## src/rtl/bus_yield_pkg.sv

```systemverilog
package bus_yield_pkg;

    typedef enum logic [2:0] {
        YS_IDLE,
        YS_ACTIVE,
        YS_HOLD_PEND,
        YS_HELD,
        YS_BACKOFF
    } ystate_e;

    function automatic logic in_cycle(ystate_e s);
        return (s == YS_ACTIVE) || (s == YS_HOLD_PEND);
    endfunction

    function automatic logic owns_bus(ystate_e s);
        return (s == YS_IDLE) || in_cycle(s);
    endfunction

endpackage

```

## src/rtl/bus_yield_fsm.sv

```systemverilog
module bus_yield_fsm
    import bus_yield_pkg::*;
(
    input  logic    clk,
    input  logic    rst,
    input  logic    hold_req,
    input  logic    boff_n,
    input  logic    req_valid,
    input  logic    last_beat,
    output ystate_e state,
    output logic    launch,
    output logic    restart
);

    ystate_e nxt;
    logic    replay_q;

    always_comb begin
        nxt = state;
        if (!boff_n) begin
            nxt = YS_BACKOFF;
        end else begin
            case (state)
                YS_IDLE: begin
                    if (hold_req)       nxt = YS_HELD;
                    else if (req_valid) nxt = YS_ACTIVE;
                end
                YS_ACTIVE: begin
                    if (last_beat)     nxt = hold_req ? YS_HELD : YS_IDLE;
                    else if (hold_req) nxt = YS_HOLD_PEND;
                end
                YS_HOLD_PEND: begin
                    if (last_beat) nxt = hold_req ? YS_HELD : YS_IDLE;
                end
                YS_HELD: begin
                    if (!hold_req) nxt = replay_q ? YS_ACTIVE : YS_IDLE;
                end
                YS_BACKOFF: begin
                    if (hold_req) nxt = YS_HELD;
                    else          nxt = replay_q ? YS_ACTIVE : YS_IDLE;
                end
                default: nxt = YS_IDLE;
            endcase
        end
    end

    assign launch  = (state == YS_IDLE) && (nxt == YS_ACTIVE);
    assign restart = (nxt == YS_ACTIVE) && !in_cycle(state);

    always_ff @(posedge clk) begin
        if (rst) begin
            state    <= hold_req ? YS_HELD : YS_IDLE;
            replay_q <= 1'b0;
        end else begin
            state <= nxt;
            if (!boff_n && in_cycle(state))
                replay_q <= 1'b1;
            else if (restart)
                replay_q <= 1'b0;
        end
    end

endmodule

```

## src/rtl/bus_yield_cycle.sv

```systemverilog
module bus_yield_cycle #(
    parameter int AW = 16,
    parameter int DW = 8,
    parameter int LW = 2
) (
    input  logic          clk,
    input  logic          rst,
    input  logic          launch,
    input  logic          restart,
    input  logic          busy,
    input  logic          boff_n,
    input  logic          rdy_n,
    input  logic          brdy_n,
    input  logic [AW-1:0] req_addr,
    input  logic [DW-1:0] req_wdata,
    input  logic          req_write,
    input  logic [LW-1:0] req_len,
    output logic [AW-1:0] addr_q,
    output logic [DW-1:0] wdata_q,
    output logic          write_q,
    output logic          last_beat,
    output logic          start_q
);

    logic [LW-1:0] len_q;
    logic [LW-1:0] beat_q;
    logic          take;

    assign take      = busy && boff_n && (!rdy_n || !brdy_n);
    assign last_beat = busy && boff_n && (!rdy_n || (!brdy_n && beat_q == len_q));

    always_ff @(posedge clk) begin
        if (rst) begin
            addr_q  <= '0;
            wdata_q <= '0;
            write_q <= 1'b0;
            len_q   <= '0;
            beat_q  <= '0;
            start_q <= 1'b0;
        end else begin
            start_q <= restart;
            if (launch) begin
                addr_q  <= req_addr;
                wdata_q <= req_wdata;
                write_q <= req_write;
                len_q   <= req_len;
            end
            if (restart)
                beat_q <= '0;
            else if (take && !last_beat)
                beat_q <= beat_q + 1'b1;
        end
    end

endmodule

```

## src/rtl/bus_yield_drive.sv

```systemverilog
module bus_yield_drive
    import bus_yield_pkg::*;
(
    input  ystate_e state,
    input  logic    write_q,
    output logic    addr_oe,
    output logic    data_oe,
    output logic    ctrl_oe,
    output logic    hold_ack
);

    assign addr_oe  = owns_bus(state);
    assign ctrl_oe  = owns_bus(state);
    assign data_oe  = in_cycle(state) && write_q;
    assign hold_ack = (state == YS_HELD);

endmodule

```

## src/rtl/bus_yield_ctrl.sv

```systemverilog
module bus_yield_ctrl
    import bus_yield_pkg::*;
#(
    parameter int AW = 16,
    parameter int DW = 8,
    parameter int LW = 2
) (
    input  logic          clk,
    input  logic          rst,
    input  logic          req_valid,
    input  logic [AW-1:0] req_addr,
    input  logic [DW-1:0] req_wdata,
    input  logic          req_write,
    input  logic [LW-1:0] req_len,
    output logic          core_done,
    output logic [DW-1:0] core_rdata,
    input  logic          hold_req,
    input  logic          boff_n,
    input  logic          rdy_n,
    input  logic          brdy_n,
    input  logic [DW-1:0] bus_rdata,
    output logic [AW-1:0] bus_addr,
    output logic [DW-1:0] bus_wdata,
    output logic          bus_write,
    output logic          bus_start,
    output logic          addr_oe,
    output logic          data_oe,
    output logic          ctrl_oe,
    output logic          hold_ack
);

    ystate_e state;
    logic    launch;
    logic    restart;
    logic    last_beat;
    logic    busy;
    logic    write_q;

    assign busy = in_cycle(state);

    bus_yield_fsm u_fsm (
        .clk       (clk),
        .rst       (rst),
        .hold_req  (hold_req),
        .boff_n    (boff_n),
        .req_valid (req_valid),
        .last_beat (last_beat),
        .state     (state),
        .launch    (launch),
        .restart   (restart)
    );

    bus_yield_cycle #(.AW(AW), .DW(DW), .LW(LW)) u_cycle (
        .clk       (clk),
        .rst       (rst),
        .launch    (launch),
        .restart   (restart),
        .busy      (busy),
        .boff_n    (boff_n),
        .rdy_n     (rdy_n),
        .brdy_n    (brdy_n),
        .req_addr  (req_addr),
        .req_wdata (req_wdata),
        .req_write (req_write),
        .req_len   (req_len),
        .addr_q    (bus_addr),
        .wdata_q   (bus_wdata),
        .write_q   (write_q),
        .last_beat (last_beat),
        .start_q   (bus_start)
    );

    bus_yield_drive u_drive (
        .state    (state),
        .write_q  (write_q),
        .addr_oe  (addr_oe),
        .data_oe  (data_oe),
        .ctrl_oe  (ctrl_oe),
        .hold_ack (hold_ack)
    );

    assign bus_write  = write_q;
    assign core_done  = last_beat;
    assign core_rdata = bus_rdata;

endmodule

```

## config.mk

```make
export PLATFORM = sky130hd
export DESIGN_NAME = bus_yield_ctrl
export DESIGN_NICKNAME = d
export VERILOG_FILES = /design/src/rtl/bus_yield_pkg.sv /design/src/rtl/bus_yield_fsm.sv /design/src/rtl/bus_yield_cycle.sv /design/src/rtl/bus_yield_drive.sv /design/src/rtl/bus_yield_ctrl.sv
export SDC_FILE = /design/constraint.sdc
export NUM_CORES = 1
export LEC_CHECK = 0
export ABC_AREA = 1
export BUFFER_PORTS_ARGS = -buffer_cell sky130_fd_sc_hd__buf_2
export CORE_UTILIZATION = 41
export DETAILED_ROUTE_END_ITERATION = 12
export MAX_ROUTING_LAYER = met4
export PLACE_DENSITY = 0.75
export SYNTH_ARGS = -nofsm -noshare
export SYNTH_HDL_FRONTEND = slang
export SYNTH_SLANG_ARGS = --single-unit
```

## constraint.sdc

```tcl
create_clock -name clk -period 1.7 [get_ports clk]
set_input_delay 0.255 -clock clk [delete_from_list [all_inputs] [get_ports clk]]
set_output_delay 0.255 -clock clk [all_outputs]
set_load 0.05 [all_outputs]
```

; Word level (Yosys, flattened, before mapping)
; Index checks and enable logic that the tools add are counted.
[op_classes]
n_addsub = 1
eq_ne = 6
muxes = 14
reduce_logical = 21
[op_table]
columns = operator, n
row1 = 2-to-1 mux 3 bit, 9
row2 = one-hot mux 3 bit (5 select lines), 1
row3 = logical AND 1 bit, 9
row4 = == test 3 x 1 -> 1 bit (second input constant), 2
row5 = == test 3 x 2 -> 1 bit (second input constant), 2
row6 = logical NOT 1 bit, 5
row7 = logical OR 1 bit, 4
row8 = == test 3 bit (second input constant), 1
row9 = logical NOT 3 bit, 1
row10 = 2-to-1 mux 1 bit, 3
row11 = adder 2 x 1 -> 2 bit (second input constant), 1
row12 = == test 2 bit, 1
row13 = 2-to-1 mux 2 bit, 1
row14 = nonzero test 2 bit, 1
row15 = OR reduction 2 bit, 1
[word_totals]
ff_bits = 34
input_bits = 42
out_inout_bits = 39
elab_cells = 50

; Depth between registers and ports, before layout
; Gate-level depths: netlist (run 1).
[depth]
word_depth = 11
ltp_mapped = 15
depth_no_buf = 14

; By module
; A second synthesis (run 1) with hierarchy kept.
[unflattened]
cells_unflattened = 220
hier_area_um2 = 1532.7
[modules_own_cells]
columns = mod, instances, cells_per_inst, area_each_um2, seq_area_each_um2
row1 = bus_yield_cycle, 1, 148, 1116.1, 600.6
row2 = bus_yield_fsm, 1, 51, 295.3, 80.1
row3 = bus_yield_ctrl, 1, 13, 78.8, 0.0
row4 = bus_yield_drive, 1, 8, 42.5, 0.0

; Least setup slack after synthesis (run 1)
; No wires, ideal clock.
[synth_timing]
path_type = reg-to-output
start = register u_cycle.write_q
end = output data_oe
t_arrival_ns = 1.396
required_ns = 1.445
path_slack_ns = 0.049
path_stages_with_launch = 3
n_path_buf = 0
cell_sequence = dfxtp_1 -> inv_1 -> nor2_1
[synth_via]
elab_chain_len = 1
[synth_rtl]
columns = item, line_no
row1 = "start, declared", bus_yield_cycle.sv:20  ; output logic write_q,
row2 = "start signal, assigned", bus_yield_cycle.sv:45  ; write_q <= req_write;
row3 = logical AND 1 bit, bus_yield_drive.sv:14  ; assign data_oe = in_cycle(state) && write_q;
row4 = "end, declared", bus_yield_ctrl.sv:27  ; output logic data_oe,
; Every way passes these cells.

; Worst setup path after layout (run 1)
[layout_timing]
start = register u_fsm.state[0]
end = register u_cycle.len_q[1]
[layout_via]
elab_chain_len = 9
word_cells_on_any_way = 18
classes_between = 5 x eq/ne / 8 x mux / 5 x reduce/logical
[layout_rtl]
columns = item, line_no
row1 = "start, declared", bus_yield_fsm.sv:10  ; output ystate_e state,
row2 = "start signal, assigned", bus_yield_fsm.sv:52  ; state <= hold_req ? YS_HELD : YS_IDLE;
row3 = "start signal, assigned", bus_yield_fsm.sv:55  ; state <= nxt;
row4 = == test 3 x 1 -> 1 bit or == test 3 x 2 -> 1 bit (tied branches), "bus_yield_pkg.sv:12, bus_yield_fsm.sv:23"
row5 = logical OR 1 bit, bus_yield_pkg.sv:12  ; return (s == YS_ACTIVE) || (s == YS_HOLD_PEND);
row6 = logical AND 1 bit (2 in series), bus_yield_cycle.sv:30  ; assign last_beat = busy && boff_n && (!rdy_n || (!brdy_n && beat_q == len_q));
row7 = 2-to-1 mux 3 bit (on tied branches), "bus_yield_fsm.sv:33, bus_yield_fsm.sv:29"
row8 = one-hot mux 3 bit (5 select lines), bus_yield_fsm.sv:23  ; case (state)
row9 = 2-to-1 mux 3 bit, bus_yield_fsm.sv:20  ; if (!boff_n) begin
row10 = == test 3 x 1 -> 1 bit, bus_yield_fsm.sv:47  ; assign launch = (state == YS_IDLE) && (nxt == YS_ACTIVE);
row11 = logical AND 1 bit *, bus_yield_fsm.sv:47
row12 = "end signal, assigned", bus_yield_cycle.sv:46  ; len_q <= req_len;
row13 = "end, declared", bus_yield_cycle.sv:25  ; logic [LW-1:0] len_q;
; Mark *: on every way between the ends. The rest lies on a longest branch, timed or not.
; A chain may end at the register's enable or synchronous reset.

==> results.json, run 1 <==
{
  "drv_slew": 0,
  "syn_area_mm2": 0.00166,
  "synth_cells": 259,
  "grt_first_pass_wirelength_mm": 5.48,
  "fillers": 367,
  "hold_violations": 0,
  "grt_pass1_vias": 1354,
  "drc": 0,
  "core_region_area_mm2": 0.00377,
  "final_util": 0.594,
  "synth-adder-area-share": 0,
  "clock_skew_ns": 0.00586,
  "track_usage": 0.173,
  "arrival_ns": 2.03,
  "finalWirelength_mm": 3.79,
  "area_delta_synth_final_pct": 34.7,
  "ctsHoldBuffers": 0,
  "period_minus_slack_ns": 1.81,
  "rsz0062_at_grt": "true",
  "cap_viol_max_count": 0,
  "wire_per_inst_um": 10.2,
  "yosysWarningCount": 0,
  "peakVddDrop_v": 0.000527,
  "dpl.hpwl_mm": 2.43,
  "setup_ws_ns": -0.107,
  "htreeDepth": 2,
  "synth-xor-area-share": 0.0105,
  "path_max_fanout": 27,
  "synthMuxAreaShare": 0,
  "hold_path_class": "input pin to register",
  "die_area_mm2": 0.00432,
  "min_period_over_period": 1.06,
  "cts_sinks": 34,
  "start_util": 0.441,
  "max_slew_margin": 0.830,
  "gp_congestion": 0.782,
  "violations": "negative setup slack",
  "worstMarginPinSlew_ns": 0.257,
  "rows": 22,
  "nets": 365,
  "p_leak_nw": 1.33,
  "start_kind": "register",
  "drive_gt1_frac": 0.333,
  "grt-ovfl-total": 0,
  "synth_area_per_cell_um2": 6.43,
  "cts_buffers": 5,
  "antenna_left": 0,
  "fmax_mhz": 553,
  "finalSetupTns_ns": -2.03,
  "status": "complete, but fails checks",
  "tritoncts": "built",
  "drt-initial-drc-count": 29,
  "synth_compound_area_frac": 0.0173,
  "setup_viol": 28,
  "dr.pass1.iters": 4,
  "vias": 1602,
  "crit_required_ns": 1.92,
  "synth-simple-area-share": 0.387,
  "end_kind": "register",
  "synth_top_family_by_area": "simple AND/OR/NAND/NOR gates",
  "io_buffers": 64,
  "clockBufferDepth": 2,
  "die_h_um": 65.7,
  "insertion_delay_ns": 0.29,
  "clock-root-buffer": "clkbuf_8",
  "clkTransAtPathRegs_ns": 0.06,
  "ys_seq_area_frac": 0.409,
  "synth.distinct_cells": 22,
  "die_w_um": 65.7,
  "ios": 81,
  "synth.net_count": 301,
  "detail_route.vias_per_cell": 4.31,
  "grt_max_degree": 55,
  "antenna_cells": 0,
  "powerDensity_mw_per_mm2": 879,
  "critPathKind": "register to register",
  "layout_common_cells": "69 x nand2_1, 66 x nor2_1, 60 x buf_2",
  "antenna_found_initial": 0,
  "ys_seq_elements": 34,
  "final_common_cell": "nand2_1"
}
## worst max-delay path: stages, from the launching register on
cell and delay [ns]:
dfxtp_2 0.34, inv_2 0.05, nor2_4 0.12, nand2_4 0.07, a21boi_4 0.19, nand2_2 0.08
nand2_1 0.06, nand3b_1 0.09, nand2_2 0.12, nand4_4 0.16, clkbuf_16 0.25, nand2_1 0.07
nand2_1 0.04, nor2_1 0.09
## registers in the layout, indices dropped and copies added (netlist names)
| name | flops |
|---|---|
| u_cycle.addr_q | 16 |
| u_cycle.wdata_q | 8 |
| u_fsm.state | 3 |
| u_cycle.beat_q | 2 |
| u_cycle.len_q | 2 |
| u_cycle.start_q | 1 |
| u_cycle.write_q | 1 |
| u_fsm.replay_q | 1 |
## cells in the mapped netlist, drive strengths merged
master  number  share of area
nand4        4          0.024
xor2         2          0.011
nand2       78           0.18
nor2        71           0.16
dfxtp       34           0.41
nand3        4          0.015
o21ai        1         0.0030
a21boi       1          0.011
clkinv       1         0.0023
inv         43          0.097
nand3b       1         0.0045
buf         14          0.067
a21oi        1         0.0030
clkbuf       4         0.0098
## area by class of cell
type | count | area [um2] | area share
timing repair buffer | 75 | 504 | 0.225
tap | 48 | 60.1 | 0.0268
clock buffer | 7 | 86.3 | 0.0385
multi-input combinational | 163 | 733 | 0.327
clock inverter | 1 | 5.00 | 0.00223
sequential | 34 | 686 | 0.306
inverter | 44 | 166 | 0.0743
## through the flow
stage | hold WS [ns] | instance area [um2] | std cells | power (mW) | setup slack, ns
after floorplan | 0.322 | 1660 | 259 | 1.25 | 0.0488
after global placement | 0.460 | 1970 | 358 | 1.30 | 0.0330
after detailed placement | 0.465 | 1970 | 358 | 1.31 | -0.0107
after CTS | 0.152 | 2070 | 366 | 1.92 | 0.00891
after global routing | 0.183 | 2240 | 372 | 2.07 | -0.289
final | 0.161 | 2240 | 372 | 1.97 | -0.107
## kinds of logic (layout without fill, tap and decap cells)
logic type | after synthesis | count (layout)
compound gates | 3 | 3
xor+xnor | 2 | 2
buf+inv | 62 | 127
flops | 34 | 34
simple gates | 158 | 158
## final timing paths
kind | slack, ns | depth (start not counted) | end | from
min | 0.16 | 2 | u_fsm.state[2]$_SDFF_PP0_ | rst
max reg2reg | -0.11 | 13 | u_cycle.len_q[1]$_SDFFE_PP0P_ | u_fsm.state[0]$_DFF_P_
max | -0.11 | 13 | u_cycle.len_q[1]$_SDFFE_PP0P_ | u_fsm.state[0]$_DFF_P_
min reg2reg | 0.51 | 4 | u_cycle.wdata_q[2]$_SDFFE_PP0P_ | u_cycle.wdata_q[2]$_SDFFE_PP0P_
## where the power goes
| group | switching [mW] | total, mW | internal [mW] |
|---|---|---|---|
| Clock | 0.284 | 0.611 | 0.326 |
| Sequential | 0.0228 | 0.862 | 0.839 |
| Combinational | 0.326 | 0.498 | 0.172 |
| Total | 0.633 | 1.97 | 1.34 |
## timing repair
action / 4_1_cts / 5_1_grt
pin swaps: 0 / 1
hold endpoints to repair: 0 / 0
gates cloned: 0 / 3
endpoints found under the setup margin: 27 / 34
gates resized for setup: 6 / 29
buffers inserted: 0 / 3
## layer usage
| metal | GRT usage | share of wire |
|---|---|---|
| met5 | - | 0 |
| met4 | 0.0815 | 0.013 |
| met3 | 0.0538 | 0.071 |
| met2 | 0.287 | 0.48 |
| met1 | 0.188 | 0.43 |
Power figures use the tool's default switching activity.
==> inputs of run 2 (changes only) <==
--- a/config.mk
+++ b/config.mk
@@ -7,10 +7,13 @@
 export LEC_CHECK = 0
 export ABC_AREA = 1
 export BUFFER_PORTS_ARGS = -buffer_cell sky130_fd_sc_hd__buf_2
-export CORE_UTILIZATION = 41
+export CORE_UTILIZATION = 40
+export CTS_CLUSTER_SIZE = 8
 export DETAILED_ROUTE_END_ITERATION = 12
 export MAX_ROUTING_LAYER = met4
 export PLACE_DENSITY = 0.75
+export SLEW_MARGIN = 20
 export SYNTH_ARGS = -nofsm -noshare
 export SYNTH_HDL_FRONTEND = slang
+export SYNTH_HIERARCHICAL = 1
 export SYNTH_SLANG_ARGS = --single-unit
==> run 2 against run 1 <==
  * Critical path depth increased by 3
  * Sequential power about the same
  * Utilization increased by 5.9 points
  * Non-clock buffer count increased by 19
  * Cell area increased by 6.7%
  * The run still ends with negative setup slack left
  * First-iteration DRC count increased to 4.1 times the previous value
==> results.json, run 2 <==
{
  "status": "complete, but fails checks",
  "violations": "negative setup slack",
  "final_common_cell": "buf_2",
  "finalWirelength_mm": 4.10,
  "clock_skew_ns": 0.00645,
  "clkTransAtPathRegs_ns": 0.07,
  "ys_seq_elements": 34,
  "die_h_um": 63.9,
  "fmax_mhz": 521,
  "synth.cells.most_frequent": "67 x nor2_1, 34 x dfxtp_1, 26 x nand2_1",
  "critPathMaxStageDelay_ns": 0.35,
  "power_frac_seq": 0.377,
  "start_kind": "register",
  "synth.distinct_cells": 21,
  "crit_path_frequent_cell": "nand2_2",
  "start_util": 0.419,
  "antenna_left": 0,
  "post-synth-top-area-fraction": 0.444,
  "hold_violations": 0,
  "grt_max_degree": 29,
  "ctsHoldBuffers": 0,
  "insertion_delay_ns": 0.28,
  "rows": 22,
  "p_sw_frac": 0.288,
  "nets": 347,
  "drc": 0,
  "hold_path_class": "input pin to register",
  "combPwrFrac": 0.239,
  "synth.most_common_cell": "nor2_1",
  "end_kind": "register",
  "vias": 1653,
  "fin_cells": 354,
  "tritoncts": "built",
  "worstReg2RegEnd": "u_cycle/addr_q[13]$_SDFFE_PP0P_",
  "cts_sinks": 34,
  "internal-power_mw": 1.63,
  "die_area_mm2": 0.00408,
  "min_period_over_period": 1.13,
  "ios": 81,
  "largest_register_ffs": 16,
  "antenna_found_initial": 0,
  "cts_buffers": 5,
  "antenna_cells": 0,
  "crit_required_ns": 1.92,
  "critPathLaunch": "u_fsm/state[1]$_DFF_P_",
  "track_usage": 0.214,
  "peakVddDrop_v": 0.000573,
  "rr_startpoint": "u_fsm/state[1]$_DFF_P_",
  "dr.pass1.iters": 4,
  "core_region_area_mm2": 0.00366,
  "cp-endpoint": "u_cycle/addr_q[13]$_SDFFE_PP0P_",
  "synthArstFlopShare": 0,
  "reg_top3": "u_cycle/addr_q: 16 flops, u_cycle/wdata_q: 8 flops, u_fsm/state: 3 flops",
  "die_w_um": 63.9,
  "yosysWarningCount": 6,
  "layout_common_cells": "63 x buf_2, 53 x nor2_1, 29 x dfxtp_1",
  "grt_first_pass_wirelength_mm": 6.70,
  "total_power_mw": 2.29,
  "synth.net_count": 262,
  "rsz0062_at_grt": "true",
  "cap_viol_max_count": 0,
  "fillers": 305,
  "grt-ovfl-total": 0,
  "synth.area.top_cells": "dfxtp_1 44%, nor2_1 16%, o21ai_0 7.8%",
  "htreeDepth": 2,
  "path_max_fanout": 10,
  "area_delta_synth_final_pct": 56.0,
  "drv_slew": 0,
  "syn_area_mm2": 0.00153,
  "crit_slowest_cell": "dfxtp_4",
  "p_leak_nw": 1.24,
  "synthFlopType": "dfxtp_1",
  "setup_viol": 29,
  "crit_chain": "nand2_2 > nand2_2 > nor2_2 > nand2_2 > a21oi_4 > inv_2 > nand2_1 > nand2_1 > nand2_2 > nand3_4 > nor2_4 > and3_4 > buf_4 > buf_12 > o21ai_0 > nor2_1",
  "largest-register": "u_cycle/addr_q",
  "critPathKind": "register to register",
  "clockBufferDepth": 2,
  "p_sw_mw": 0.661,
  "arrival_ns": 2.14,
  "clock-root-buffer": "clkbuf_8",
  "ys_seq_area_frac": 0.444,
  "grt_pass1_vias": 1532,
  "detail_route.vias_per_cell": 4.67,
  "drt-initial-drc-count": 118,
  "gp_congestion": 0.876,
  "place_inst": 335,
  "synth_top_cell_by_area": "dfxtp_1",
  "synth_cells": 220,
  "drive_gt1_frac": 0.507,
  "max_slew_margin": 0.682,
  "powerDensity_mw_per_mm2": 959,
  "dpl.hpwl_mm": 2.68,
  "worstMarginPinSlew_ns": 0.476,
  "period_minus_slack_ns": 1.92,
  "synth_edf_count": 0,
  "io_buffers": 64,
  "hold_slack_ns": 0.192,
  "setup_ws_ns": -0.221,
  "synth_area_per_cell_um2": 6.97,
  "pwr-share-clk": 0.384,
  "r2r_slack_ns": -0.22,
  "wire_per_inst_um": 11.6,
  "r2r_cells": 16,
  "finalSetupTns_ns": -5.03
}
-- run 2: cell families after synthesis --
group                  count (synthesis)  share of synthesized area
buffers and inverters                 38                      0.125
flip-flops                            34                      0.444
XOR/XNOR                               1                    0.00572
AO/OA/AOI/OAI                         36                      0.120
AND/OR/NAND/NOR                      111                      0.305
-- run 2: how the worst min path moves through the flow --
stage                                            endpoint  depth (start not counted)                             from
after floorplan                 u_fsm/state[2]$_SDFF_PP0_                          1                              rst
after global placement     u_cycle/addr_q[9]$_SDFFE_PP0P_                          2   u_cycle/addr_q[9]$_SDFFE_PP0P_
after detailed placement  u_cycle/addr_q[11]$_SDFFE_PP0P_                          2  u_cycle/addr_q[11]$_SDFFE_PP0P_
after CTS                 u_cycle/wdata_q[5]$_SDFFE_PP0P_                          3                     req_wdata[5]
after global routing      u_cycle/addr_q[11]$_SDFFE_PP0P_                          3                     req_addr[11]
final                     u_cycle/wdata_q[5]$_SDFFE_PP0P_                          3                     req_wdata[5]
-- run 2: per-layer routing --
layer / global-route usage / share of wire / vias to the layer above / wire, um
met5: - / 0 / - / 0
met4: 0.0568 / 0.0076 / 0 / 31
met3: 0.0464 / 0.066 / 4 / 272
met2: 0.356 / 0.50 / 59 / 2040
met1: 0.260 / 0.43 / 740 / 1760
li1: - / - / 850 / -
-- run 2: final cells by class --
type	instances	area (um2)	share of cell area
Tap cell	48	60.1	0.0251
Clock inverter	3	68.8	0.0288
Timing Repair Buffer	94	623	0.261
Clock buffer	5	68.8	0.0288
Inverter	22	97.6	0.0408
Sequential cell	34	689	0.288
Multi-Input combinational cell	148	783	0.328
-- run 2: timing repair --
| action | CTS | global route |
|---|---|---|
| pin swaps | 15 | 8 |
| cloned | 1 | 0 |
| buffers inserted | 10 | 5 |
| endpoints found under the hold margin | 0 | 0 |
| resized for setup | 30 | 24 |
| setup endpoints to repair | 31 | 32 |
-- run 2: metrics by stage --
step / utilization / setup WS (ns) / area, um2
floorplan: - / -0.440 / 1590
global placement: 0.549 / -0.234 / 2010
detailed placement: 0.549 / -0.261 / 2010
CTS: 0.631 / -0.212 / 2310
global route: 0.653 / -0.357 / 2390
finish: 0.653 / -0.221 / 2390
-- run 2: power groups by stage --
stage	clock, mW	combinational, mW	sequential, mW
after floorplan	0	0.236	0.994
after global placement	0	0.449	0.878
after detailed placement	0	0.453	0.878
after CTS	0.890	0.511	0.862
after global routing	0.929	0.586	0.869
final	0.880	0.549	0.864
-- run 2: worst max-delay path: cells and delay by family (launching register included) --
kind	cells	cell delay [ns]
flip-flops	1	0.35
AO/OA/AOI/OAI	2	0.24
AND/OR/NAND/NOR	11	0.98
buffers and inverters	3	0.29
